`src/rtl/bscan_pkg.sv`:
```
package bscan_pkg;
  // operation codes
  localparam logic [2:0] OP_FWD = 3'd0;
  localparam logic [2:0] OP_REV = 3'd1;
  localparam logic [2:0] OP_POP = 3'd2;
  localparam logic [2:0] OP_TZC = 3'd3;
  localparam logic [2:0] OP_LZC = 3'd4;

  // flag bit positions inside flag_val / flag_mask
  localparam int FLG_CF = 0;
  localparam int FLG_PF = 1;
  localparam int FLG_AF = 2;
  localparam int FLG_ZF = 3;
  localparam int FLG_SF = 4;
  localparam int FLG_OF = 5;
  localparam int FLG_N  = 6;
endpackage

```
`src/rtl/bscan_count.sv`:
```
module bscan_count #(
  parameter int W = 16
) (
  input  logic [W-1:0] src,
  output logic         src_zero,
  output logic [W-1:0] low_idx,
  output logic [W-1:0] high_idx,
  output logic [W-1:0] pop_cnt,
  output logic [W-1:0] tz_cnt,
  output logic [W-1:0] lz_cnt
);
  // index of the lowest set bit, 0 when none
  function automatic logic [W-1:0] find_low(input logic [W-1:0] v);
    logic [W-1:0] r;
    r = '0;
    for (int i = W - 1; i >= 0; i--)
      if (v[i]) r = W'(i);
    return r;
  endfunction

  // index of the highest set bit, 0 when none
  function automatic logic [W-1:0] find_high(input logic [W-1:0] v);
    logic [W-1:0] r;
    r = '0;
    for (int i = 0; i < W; i++)
      if (v[i]) r = W'(i);
    return r;
  endfunction

  function automatic logic [W-1:0] ones_total(input logic [W-1:0] v);
    logic [W-1:0] r;
    r = '0;
    for (int i = 0; i < W; i++)
      r = r + W'(v[i]);
    return r;
  endfunction

  localparam logic [W-1:0] FULL = W'(W);
  localparam logic [W-1:0] TOP  = W'(W - 1);

  assign src_zero = (src == '0);
  assign low_idx  = find_low(src);
  assign high_idx = find_high(src);
  assign pop_cnt  = ones_total(src);
  assign tz_cnt   = src_zero ? FULL : low_idx;
  assign lz_cnt   = src_zero ? FULL : (TOP - high_idx);
endmodule

```
`src/rtl/bscan_flags.sv`:
```
module bscan_flags
  import bscan_pkg::*;
#(
  parameter int W = 16
) (
  input  logic [2:0]       op,
  input  logic             src_zero,
  input  logic [W-1:0]     res,
  output logic [FLG_N-1:0] fval,
  output logic [FLG_N-1:0] fmask,
  output logic             we_ok
);
  // even parity of the low byte: 1 when the count of ones is even
  function automatic logic low_byte_even(input logic [W-1:0] v);
    return ~^v[7:0];
  endfunction

  always_comb begin
    fval  = '0;
    fmask = '0;
    we_ok = 1'b0;
    case (op)
      OP_FWD, OP_REV: begin
        if (src_zero) begin
          fmask[FLG_ZF] = 1'b1;
          fval[FLG_ZF]  = 1'b1;
        end else begin
          fmask        = '1;
          fval[FLG_SF] = res[W-1];
          fval[FLG_PF] = low_byte_even(res);
          we_ok        = 1'b1;
        end
      end
      OP_POP: begin
        fmask        = '1;
        fval[FLG_ZF] = (res == '0);
        we_ok        = 1'b1;
      end
      OP_TZC, OP_LZC: begin
        fmask[FLG_CF] = 1'b1;
        fmask[FLG_ZF] = 1'b1;
        fval[FLG_CF]  = src_zero;
        fval[FLG_ZF]  = (res == '0);
        we_ok         = 1'b1;
      end
      default: ;
    endcase
  end
endmodule

```
`src/rtl/bscan_unit.sv`:
```
module bscan_unit
  import bscan_pkg::*;
#(
  parameter int W = 16
) (
  input  logic             clk,
  input  logic             rst_n,
  input  logic             in_valid,
  input  logic [2:0]       op_sel,
  input  logic [W-1:0]     src_val,
  input  logic [W-1:0]     dst_val,
  output logic             out_valid,
  output logic [W-1:0]     res_val,
  output logic             dst_we,
  output logic [FLG_N-1:0] flag_val,
  output logic [FLG_N-1:0] flag_mask
);
  logic             src_zero;
  logic [W-1:0]     low_idx, high_idx, pop_cnt, tz_cnt, lz_cnt;
  logic [W-1:0]     calc_res;
  logic [FLG_N-1:0] calc_fval, calc_fmask;
  logic             calc_we;

  bscan_count #(.W(W)) u_cnt (
    .src      (src_val),
    .src_zero (src_zero),
    .low_idx  (low_idx),
    .high_idx (high_idx),
    .pop_cnt  (pop_cnt),
    .tz_cnt   (tz_cnt),
    .lz_cnt   (lz_cnt)
  );

  // result selection; scans of zero and reserved codes echo the destination
  always_comb begin
    case (op_sel)
      OP_FWD:  calc_res = src_zero ? dst_val : low_idx;
      OP_REV:  calc_res = src_zero ? dst_val : high_idx;
      OP_POP:  calc_res = pop_cnt;
      OP_TZC:  calc_res = tz_cnt;
      OP_LZC:  calc_res = lz_cnt;
      default: calc_res = dst_val;
    endcase
  end

  bscan_flags #(.W(W)) u_flg (
    .op       (op_sel),
    .src_zero (src_zero),
    .res      (calc_res),
    .fval     (calc_fval),
    .fmask    (calc_fmask),
    .we_ok    (calc_we)
  );

  always_ff @(posedge clk) begin
    if (!rst_n) begin
      out_valid <= 1'b0;
      res_val   <= '0;
      dst_we    <= 1'b0;
      flag_val  <= '0;
      flag_mask <= '0;
    end else begin
      out_valid <= in_valid;
      dst_we    <= in_valid & calc_we;
      flag_mask <= in_valid ? calc_fmask : '0;
      if (in_valid) begin
        res_val  <= calc_res;
        flag_val <= calc_fval;
      end
    end
  end

  // named events for the checks below
  logic scan_op, cnt_op;
  assign scan_op = (op_sel == OP_FWD) || (op_sel == OP_REV);
  assign cnt_op  = (op_sel == OP_TZC) || (op_sel == OP_LZC);


  out_valid_chk: assert property (@(posedge clk) disable iff (!rst_n)
    in_valid |=> out_valid);


  idle_quiet_chk: assert property (@(posedge clk) disable iff (!rst_n)
    !out_valid |-> (!dst_we && flag_mask == '0));


  scan_zero_chk: assert property (@(posedge clk) disable iff (!rst_n)
    (in_valid && scan_op && src_val == '0) |=>
      (!dst_we && res_val == $past(dst_val) && $onehot0(flag_mask) && flag_mask[FLG_ZF] && flag_val[FLG_ZF]));


  fwd_low_chk: assert property (@(posedge clk) disable iff (!rst_n)
    (in_valid && op_sel == OP_FWD && src_val != '0) |=>
      (dst_we && ((($past(src_val) >> res_val) & W'(1)) == W'(1))
              && (($past(src_val) & ((W'(1) << res_val) - W'(1))) == '0)));


  pop_cnt_chk: assert property (@(posedge clk) disable iff (!rst_n)
    (in_valid && op_sel == OP_POP) |=>
      (dst_we && res_val == W'($countones($past(src_val))) && flag_mask == '1));


  cnt_flags_chk: assert property (@(posedge clk) disable iff (!rst_n)
    (in_valid && cnt_op) |=>
      (dst_we && $countones(flag_mask) == 2 && flag_val[FLG_CF] == ($past(src_val) == '0)));


  scan_flags_chk: assert property (@(posedge clk) disable iff (!rst_n)
    (in_valid && scan_op && src_val != '0) |=>
      (flag_mask == '1 && !flag_val[FLG_ZF] && !flag_val[FLG_CF] && !flag_val[FLG_OF]));
endmodule

```
`config.mk`:
```
export PLATFORM = sky130hd
export DESIGN_NAME = bscan_unit
export DESIGN_NICKNAME = d
export VERILOG_FILES = /design/src/rtl/bscan_pkg.sv /design/src/rtl/bscan_count.sv /design/src/rtl/bscan_flags.sv /design/src/rtl/bscan_unit.sv
export SDC_FILE = /design/constraint.sdc
export NUM_CORES = 1
export LEC_CHECK = 0
export ABC_AREA = 1
export BUFFER_PORTS_ARGS = -buffer_cell sky130_fd_sc_hd__buf_2
export CORE_AREA = 4 4 85 87
export DETAILED_ROUTE_END_ITERATION = 10
export DIE_AREA = 0 0 89 91
export PLACE_DENSITY_LB_ADDON = 0.3
export SLEW_MARGIN = 20
export SYNTH_ARGS = -nofsm -noshare
export SYNTH_HDL_FRONTEND = slang
export SYNTH_SLANG_ARGS = --single-unit
```
`constraint.sdc`:
```
create_clock -name clk -period 4.7 [get_ports clk]
set_clock_uncertainty 0.15 [all_clocks]
set_input_delay 0.235 -clock clk [delete_from_list [all_inputs] [get_ports clk]]
set_output_delay 0.235 -clock clk [all_outputs]
set_load 0.05 [all_outputs]
```
==> out/qor.yml <==
status: "finished clean"
path_clk_slew_ps: 90
path_depth: 19
setup_viol: 0
ff2ff_path_depth: 2
cts_max_level: 1
power_leakage_nw: 1.27
yosysWarnings: 0
synth_edf_count: 0
crit_required_ps: 4760
startpoint_type: "input port"
pre_cts_slack_ps: -224
synth_cell_types: 36
drt-wirelength-per-cell_um: 12.0
grt_max_degree: 19
core_um2: 6350
syn_area_um2: 1900
synth_ff_type: "dfxtp_1"
netlist.area_leader.share_pct: 26.3
clk_latency_ps: 260
clock-root-buffer: "clkbuf_8"
switching_share_pct: 40.2
async_flop_share_pct: 0
drive_above_1_share_pct: 36.6
drt-initial-drc-count: 91
hold_slack_ps: 23.1
gp_congestion: 0.796
antenna_left: 0
grt.total_usage_pct: 12.2
synth_top_area_cell: "dfxtp_1"
sequentialPowerShare_pct: 31.0
crit_type: "input port to flop"
period_needed_ps: 4570
hpwl_um: 3980
boundaryPins: 68
peakVddDrop_mv: 0.157
ys_ff_latch: 25
instances_no_fill: 397
first_global_vias: 1729
finalNetCount: 380
cp.buffers_inverters: 3
fin_ws_ps: 128
die-area_um2: 8100
drc: 0
ys_top_cells_by_area: "dfxtp_1 (26%), nand2_1 (14%), fa_1 (11%)"
p_clk_share_pct: 17.5
power_frac_comb_pct: 51.5
areaGrowthSynthToFinish_pct: 26.9
avgViaCountPerCell: 4.47
wl_um: 4770
whs_path_depth: 2
initial_core_util_pct: 30.0
slew_headroom_pct: 57.6
die_x_um: 89
antenna_found_initial: 0
critPathTopFamily: "adder cells"
diodes: 0
slowest_delay_ps: 520
worst_pin_slew_ps: 634
cts_hold_buffers: 0
portBuffers: 65
die_y_um: 91
vias: 1774
worst_setup_path_end_kind: "flop"
drt-pass1-iter-count: 4
path_cells: "buf_6, inv_2, ha_4, inv_2, fa_1, fa_1, fa_1, fa_1, fa_2, fa_2, nor2_4, o211ai_1, nand2_1, a21oi_2, ha_1, xor2_1, a21oi_1, o21ai_1, o21ai_1"
clock_sinks: 25
slew_viol_final: 0
max_freq_mhz: 219
clockBufferDepth: 2
rows: 29
cp.arrival_ps: 4630
synth-seq-area-share_pct: 26.3
gr-total-overflow: 0
grt_pass1_wl_um: 8140
timing.max_cap.violations: 0
placedCellCount: 392
cts_tree: "built"
min_period_over_period_pct: 97.3
hold_viol_final: 0
syn_avg_cell_area_um2: 7.55
syn_inst: 252
critical-path-slowest-cell: "fa_1"
p_int_w: 0.000441
switching_power_w: 0.000297
cpMostUsedCell: "fa_1"
cts_buffers: 3
cp_max_fo: 2
min_path_type: "input port to flop"
powerDensity_nw_per_um2: 306
-- flip-flops by register name, indices dropped and copies added (netlist names) --
register and cells:
out_valid 1, flag_val 4, dst_we 1, flag_mask 3, res_val 16
-- cell families after synthesis --
logic type / after synthesis / synth area share, %
buffers and inverters: 50 / 11.4
flip-flops: 25 / 26.3
XOR/XNOR: 3 / 1.38
AO/OA/AOI/OAI: 41 / 16.9
AND/OR/NAND/NOR: 111 / 26.0
other: 1 / 0.197
adder cells (fa/ha/maj): 21 / 17.8
-- repair_timing --
item / 4_1_cts / 5_1_grt
resized for setup: 0 / 15
buffers inserted: 0 / 1
setup endpoints to repair: 0 / 2
-- path summary, 6_finish.rpt --
| check | endpoint | start | slack, ps |
|---|---|---|---|
| setup / recovery | flag_val[1]$_SDFFE_PN0P_ | src_val[0] | 130 |
| hold / removal | flag_val[4]$_SDFFE_PN0P_ | in_valid | 20 |
| setup reg to reg | flag_val[3]$_SDFFE_PN0P_ | flag_val[3]$_SDFFE_PN0P_ | 3930 |
| hold reg to reg | flag_val[4]$_SDFFE_PN0P_ | flag_val[4]$_SDFFE_PN0P_ | 290 |
-- placed cells by master, fill, tap and decap left out, types with 2 or more instances in the layout --
cell	instances
buf_4	6
fa_1	8
nor3_1	2
nor2_2	5
dfxtp_1	25
a21oi_2	2
o221ai_1	2
xor2_1	2
buf_2	63
o21ai_1	10
a32o_1	8
o22ai_1	3
o211ai_1	2
conb_1	2
nor3_2	2
clkbuf_8	3
nand3_1	6
fa_2	2
nand2_1	72
ha_1	10
a21oi_1	7
buf_6	2
nand2_2	6
inv_2	14
inv_1	27
nor2_1	13
-- layout make-up --
type / instances / area [µm²]
well taps: 77 / 96.3
repair buffers: 71 / 383
clock inverters: 1 / 7.51
multi-input cells: 178 / 1220
inverters: 42 / 160
flip-flops and latches: 25 / 500
clock buffers: 3 / 41.3
fillers: 678 / 3940
-- metal layers --
layer	wire, µm	track usage, %	share of wire [%]	up-vias
met1	2160	17.0	45	798
met5	0	0	0	-
li1	-	-	-	940
met4	0	1.49	0	0
met3	264	2.71	5.5	0
met2	2340	19.7	49	36
-- power groups by stage --
stage / clock, W / combinational, W / sequential [W]
6_report: 0.000129 / 0.000381 / 0.000229
5_1_grt: 0.000143 / 0.000431 / 0.000230
4_1_cts: 0.000135 / 0.000348 / 0.000229
3_3_place_gp: 0 / 0.000342 / 0.000234
3_5_place_dp: 0 / 0.000346 / 0.000234
2_1_floorplan: 0 / 0.000216 / 0.000277
-- stage by stage --
| stage | util (%) | TNS (ps) | area (µm²) | power (W) |
|---|---|---|---|---|
| 3_5_place_dp | 36.3 | -362 | 2300 | 0.000580 |
| 4_1_cts | 37.1 | 0 | 2350 | 0.000712 |
| 2_1_floorplan | - | 0 | 1910 | 0.000493 |
| 5_1_grt | 38.0 | -13.3 | 2410 | 0.000805 |
| 6_report | 38.0 | 0 | 2410 | 0.000739 |
| 3_3_place_gp | 36.3 | -194 | 2300 | 0.000576 |
-- cells in the mapped netlist, types with 3 or more instances --
library cell  instances
a21oi_1               7
nor2_1               14
o22ai_1               3
buf_4                 5
nor2_2                5
inv_1                30
dfxtp_1              25
nand3_1               6
nand2_1              72
nand2_2               6
o21ai_1               8
ha_1                 11
inv_2                12
a32o_1                8
o21ai_0               3
fa_1                 10
No activity file was read; power rests on OpenSTA's default activity.
